File: src/rtl/burst_rd_pkg.sv
package burst_rd_pkg;
   typedef enum logic [1:0] {
      BR_IDLE   = 2'd0,
      BR_WAIT   = 2'd1,
      BR_STREAM = 2'd2
   } br_state_t;
endpackage

File: src/rtl/burst_lat_calc.sv
module burst_lat_calc #(
   parameter int WAIT_W      = 4,
   parameter int BOUND_LOG2  = 4,
   parameter int LAT_W       = WAIT_W + 1,
   parameter bit ODD_EXTRA   = 1'b1,
   parameter bit CROSS_EXTRA = 1'b1
) (
   input  logic [BOUND_LOG2-1:0] offset,
   input  logic [WAIT_W-1:0]     wait_cfg,
   output logic [LAT_W-1:0]      lat
);
   logic odd_add;
   logic cross_add;

   if (LAT_W < WAIT_W + 1) begin : g_bad_lat
      $error("LAT_W must hold wait_cfg plus two");
   end

   if (ODD_EXTRA) begin : g_odd
      assign odd_add = offset[0];
   end else begin : g_no_odd
      assign odd_add = 1'b0;
   end

   if (CROSS_EXTRA) begin : g_cross
      assign cross_add = &offset;
   end else begin : g_no_cross
      assign cross_add = 1'b0;
   end

   assign lat = LAT_W'(wait_cfg) + LAT_W'(odd_add) + LAT_W'(cross_add);

   always_comb begin
      AST_LAT_BOUNDS: assert (lat - LAT_W'(wait_cfg) <= LAT_W'(2));
   end
endmodule

File: src/rtl/burst_wait_timer.sv
module burst_wait_timer
   import burst_rd_pkg::*;
#(
   parameter int LAT_W = 5
) (
   input  logic             clk,
   input  logic             rst_n,
   input  logic             load,
   input  logic [LAT_W-1:0] lat,
   input  logic             oe_n,
   output logic             rdy
);
   br_state_t        st;
   logic [LAT_W-1:0] cnt;

   assign rdy = !oe_n && ((st == BR_WAIT && cnt == '0) || st == BR_STREAM);

   always_ff @(posedge clk or negedge rst_n) begin
      if (!rst_n) begin
         st  <= BR_IDLE;
         cnt <= '0;
      end else if (load) begin
         st  <= BR_WAIT;
         cnt <= lat;
      end else begin
         case (st)
            BR_WAIT: begin
               if (cnt != '0)
                  cnt <= cnt - LAT_W'(1);
               else if (!oe_n)
                  st <= BR_STREAM;
            end
            BR_STREAM: begin
               if (oe_n)
                  st <= BR_IDLE;
            end
            default: st <= BR_IDLE;
         endcase
      end
   end

   AST_CNT_DOWN: assert property (@(posedge clk) disable iff (!rst_n)
      (st == BR_WAIT && cnt != '0 && !load) |=> (cnt == $past(cnt) - LAT_W'(1)));
   AST_LOAD_HOLDS_RDY: assert property (@(posedge clk) disable iff (!rst_n)
      (load && lat != '0) |=> !rdy);
   AST_STREAM_END: assert property (@(posedge clk) disable iff (!rst_n)
      (st == BR_STREAM && oe_n && !load) |=> !rdy);
endmodule

File: src/rtl/burst_word_src.sv
module burst_word_src #(
   parameter int                ADDR_W    = 8,
   parameter int                DATA_W    = 16,
   parameter logic [DATA_W-1:0] SEED      = 16'hC3A5,
   parameter logic [DATA_W-1:0] IDLE_WORD = '0
) (
   input  logic              clk,
   input  logic              rst_n,
   input  logic              load,
   input  logic [ADDR_W-1:0] start_addr,
   input  logic              step,
   output logic [DATA_W-1:0] dq
);
   logic [ADDR_W-1:0] cur;
   logic [DATA_W-1:0] a_ext;
   logic [DATA_W-1:0] word;

   if (ADDR_W > DATA_W) begin : g_bad_width
      $error("ADDR_W must not exceed DATA_W");
   end

   always_ff @(posedge clk or negedge rst_n) begin
      if (!rst_n)
         cur <= '0;
      else if (load)
         cur <= start_addr;
      else if (step)
         cur <= cur + ADDR_W'(1);
   end

   always_comb begin
      a_ext = DATA_W'(cur);
      word  = a_ext ^ (a_ext << 8) ^ SEED;
   end

   assign dq = step ? word : IDLE_WORD;

   AST_ADDR_STEP: assert property (@(posedge clk) disable iff (!rst_n)
      (step && !load) |=> (cur == $past(cur) + ADDR_W'(1)));
   AST_ADDR_LOAD: assert property (@(posedge clk) disable iff (!rst_n)
      load |=> (cur == $past(start_addr)));
endmodule

File: src/rtl/burst_wait_ctrl.sv
module burst_wait_ctrl #(
   parameter int                ADDR_W      = 8,
   parameter int                DATA_W      = 16,
   parameter int                WAIT_W      = 4,
   parameter int                BOUND_LOG2  = 4,
   parameter bit                ODD_EXTRA   = 1'b1,
   parameter bit                CROSS_EXTRA = 1'b1,
   parameter logic [DATA_W-1:0] SEED        = 16'hC3A5,
   parameter logic [DATA_W-1:0] IDLE_WORD   = '0
) (
   input  logic              clk,
   input  logic              rst_n,
   input  logic              adv_n,
   input  logic [ADDR_W-1:0] addr_in,
   input  logic              oe_n,
   input  logic [WAIT_W-1:0] wait_cfg,
   output logic              rdy,
   output logic [DATA_W-1:0] dq
);
   localparam int LAT_W = WAIT_W + 1;

   if (BOUND_LOG2 < 1 || BOUND_LOG2 > ADDR_W) begin : g_bad_bound
      $error("BOUND_LOG2 must lie in 1..ADDR_W");
   end

   logic             load;
   logic [LAT_W-1:0] lat;

   assign load = !adv_n;

   burst_lat_calc #(
      .WAIT_W(WAIT_W), .BOUND_LOG2(BOUND_LOG2), .LAT_W(LAT_W),
      .ODD_EXTRA(ODD_EXTRA), .CROSS_EXTRA(CROSS_EXTRA)
   ) u_lat (
      .offset(addr_in[BOUND_LOG2-1:0]),
      .wait_cfg(wait_cfg),
      .lat(lat)
   );

   burst_wait_timer #(.LAT_W(LAT_W)) u_timer (
      .clk(clk), .rst_n(rst_n), .load(load), .lat(lat),
      .oe_n(oe_n), .rdy(rdy)
   );

   burst_word_src #(
      .ADDR_W(ADDR_W), .DATA_W(DATA_W), .SEED(SEED), .IDLE_WORD(IDLE_WORD)
   ) u_words (
      .clk(clk), .rst_n(rst_n), .load(load), .start_addr(addr_in),
      .step(rdy), .dq(dq)
   );

   AST_IDLE_BUS: assert property (@(posedge clk) disable iff (!rst_n)
      oe_n |-> (!rdy && dq == IDLE_WORD));
   AST_RDY_RISE_OE: assert property (@(posedge clk) disable iff (!rst_n)
      $rose(rdy) |-> !oe_n);
endmodule

File: config.mk
export PLATFORM = sky130hd
export DESIGN_NAME = burst_wait_ctrl
export DESIGN_NICKNAME = d
export VERILOG_FILES = /design/src/rtl/burst_rd_pkg.sv /design/src/rtl/burst_lat_calc.sv /design/src/rtl/burst_wait_timer.sv /design/src/rtl/burst_word_src.sv /design/src/rtl/burst_wait_ctrl.sv
export SDC_FILE = /design/constraint.sdc
export NUM_CORES = 1
export LEC_CHECK = 0
export ABC_CLOCK_PERIOD_IN_PS = 2200
export BUFFER_PORTS_ARGS = -buffer_cell sky130_fd_sc_hd__buf_2
export CORE_AREA = 2 2 63 65
export DETAILED_ROUTE_END_ITERATION = 8
export DIE_AREA = 0 0 65 67
export GPL_TIMING_DRIVEN = 0
export REMOVE_ABC_BUFFERS = 1
export SKIP_LAST_GASP = 1
export SYNTH_ARGS = -nofsm -noshare
export SYNTH_HDL_FRONTEND = slang
export SYNTH_SLANG_ARGS = --single-unit
File: constraint.sdc
create_clock -name clk -period 2.2 [get_ports clk]
set_input_delay 0.44 -clock clk [delete_from_list [all_inputs] [get_ports clk]]
set_output_delay 0.44 -clock clk [all_outputs]
set_load 0.01 [all_outputs]
==> summary.md <==
| Metric | Value |
|---|---|
| Final setup fails | `0` |
| HPWL Detailed | `around 1.7 mm` |
| Most frequent cells in the layout | `32 x buf_2, 15 x dfrtp_1, 14 x nor2_1, 9 x nand2_1` |
| Commonest non-fill, non-tap cell in the layout | `buf_2` |
| Fin crit share | `96.4%` |
| Avg Vias per Cell | `approximately 4.7` |
| Total gr overflow | `0` |
| Post-synth ARST share | `100%` |
| Synthesized cell area | `between 0.001 and 0.0015 mm²` |
| Core ar. | `0.00361 mm²` |
| Hold Buf Count CTS | `0` |
| Placed insts | `192` |
| Die height | `about 67 µm` |
| Critical path required time | `around 1.8 ns` |
| Post-layout minimum cycle time | `~2.1 ns` |
| VDD IR-drop max | `0.242 mV` |
| P&R area growth vs syn | `27.7%` |
| Root buffer cell | `clkbuf_8` |
| Largest stage delay, worst path | `approximately 0.38 ns` |
| Pwr dens | `~770 mW/mm²` |
| First-pass GRT wire length | `around 4.0 mm` |
| Post-synth top flop | `dfrtp_1` |
| Pre-Repair DR Iteration Count | `4` |
| Status | `finished clean` |
| CTS clk-pin slew, worst paths | `about 0.06 ns` |
| Post-synth top area share | `around a third` |
| Via count | `approximately 960` |
| Worst Path Max Fanout | `7` |
| Ys Warns | `0` |
| GPL Wtd Cong | `approximately 0.76` |
| Clock tree buffer depth | `2` |
| Initial antenna violation count | `0` |
| CP Class | `flip-flop to output pin` |
| Leakage power | `roughly 0.00066 µW` |
| Post-Route WL | `between 2 and 2.5 mm` |
| Initial drt markers | `23` |
| Fmax | `471 MHz` |
| Initial Util | `around 30%` |
| # diodes | `0` |
| DR WL/cell | `~12 µm` |
| Slew HR | `70.9%` |
| RSZ-0062 raised after global routing | `no` |
| Worst-path cell chain | `inv_2 -> ha_4 -> nor4b_4 -> a31oi_4 -> buf_6 -> nor2_1 -> buf_2` |
| Die W | `around 65 µm` |
| Number of clock sinks | `15` |
| Distinct cells, synth | `38` |
| Clock Latency Late Sink | `0.25 ns` |
| Seq/Total Area, Yosys | `35.2%` |
| CTS tree | `yes` |
| Fin. Hold Viols | `0` |
| Max Cap Viol | `0` |
| Vias in the first global route | `884` |
| Gr usage total | `about an eighth` |
| Critical path launch point type | `flip-flop` |
| Mapped Avg Cell Area | `8.96 µm²` |
| Net total in the final layout | `176` |
| Largest net degree at the start of global routing | `24` |
| Setup TNS | `0 ns` |
| DRC viols | `0` |
| Slew @ Worst Pin | `between 0.4 and 0.5 ns` |
| Seq cells post-synth | `15` |
| Max H-tree Level | `1` |
| Clock Skew | `0.00228 ns` |
| Port-buffer cells | `32` |
| CP max-delay cell | `dfrtp_1` |
| Rows | `22` |
| Top cells by area, synth | `dfrtp_1 35%, nor2_1 5.3%, mux2i_1 4.7%` |
| Detail Route Antenna Nets | `0` |
| Final Non-Filler Cells | `203` |
| Worst setup EP type | `output pin` |
| Post-synth EDFFs | `0` |
| Layout cells sized above 1 | `approximately a third` |
| Cell count after synthesis | `approximately 120` |
| Hold Path Class | `input port to asynchronous set/reset pin` |
| Slew Limit Fails | `0` |
| CTS buffer count | `3` |
| Die area | `approximately 0.0044 mm²` |
| Synth area leader | `dfrtp_1` |
| I/O pins | `33` |
| Crit path DAT | `between 1.5 and 2 ns` |
## logic make-up after synthesis
logic type               count (synthesis)  share of synthesized area, %
multiplexers                             6                          5.75
AO/OA/AOI/OAI                           19                          13.0
XOR/XNOR                                 5                          4.11
buffers and inverters                   16                          7.63
AND/OR/NAND/NOR                         54                          28.9
flip-flops                              15                          35.2
adder cells (fa/ha/maj)                  4                          5.40
## power by group
part / internal (µW) / total [µW] / switching, µW
registers: 334 / 400 / 65.4
logic: 215 / 416 / 200
clock network: 126 / 230 / 104
total: 675 / 1050 / 370
## final timing paths
kind	startpoint	end	slack [ns]	cells past startpoint
max	u_timer.cnt[0]	dq[0]	0.08	7
min	rst_n	u_words.cur[6]	0.09	1
max reg2reg	u_timer.cnt[0]	u_words.cur[4]	0.43	8
min reg2reg	u_words.cur[7]	u_words.cur[7]	0.60	2
max in group asynchronous	rst_n	u_words.cur[0]	1.85	1
min in group clk	addr_in[6]	u_words.cur[6]	0.40	2
## registers in the layout, summed over array words and instances (netlist names)
signal	count
u_words.cur	8
u_timer.cnt	5
u_timer.st	2
## synthesized netlist by cell type (4+ instances only)
| cell type | count |
|---|---|
| mux2i_1 | 5 |
| a21oi_1 | 4 |
| buf_4 | 4 |
| nor2_1 | 15 |
| inv_1 | 7 |
| nand2_1 | 9 |
| o21ai_0 | 5 |
| and2_1 | 6 |
| nand3_1 | 4 |
| dfrtp_1 | 15 |
## routing by layer
layer  up-vias  GRT usage, %  wire, µm
met5         -             0         0
met1       445          14.7      1120
met2        20          20.4      1120
met4         0          6.38        51
met3         5          2.03        91
li1        486             -         -
## critical path, delay by kind of cell (launching register included)
family | cells | cell delay [ns]
flip-flops | 1 | 0.38
AND/OR/NAND/NOR | 2 | 0.36
buffers and inverters | 3 | 0.38
adder cells (fa/ha/maj) | 1 | 0.14
AO/OA/AOI/OAI | 1 | 0.16
## repair_timing
| action | in CTS | in global routing |
|---|---|---|
| setup buffers | 7 | 0 |
| resized for setup | 3 | 3 |
| pin swaps | 1 | 1 |
| setup endpoints to repair | 17 | 10 |
## metrics by stage
step                      utilization [%]  power (µW)  hold WS [ns]  worst slack, ns  cell area, µm²
after floorplan                         -         657         0.144            0.257            1020
after global placement               34.5         748         0.369           0.0666            1240
after detailed placement             34.5         758         0.366           0.0200            1240
after CTS                            37.7        1050        0.0943           0.0176            1360
after global routing                 37.8        1130         0.109           0.0144            1360
final                                37.8        1050        0.0891           0.0785            1360
## area by class of cell
type                    instances  area [µm²]
clock buffers                   3        41.3
clock inverters                 1        5.00
fillers                       369        2240
inverters                       9        38.8
multi-input cells              88         624
flip-flops and latches         15         375
well taps                      48        60.1
repair buffers                 39         216
Power figures use the tool's default switching activity.
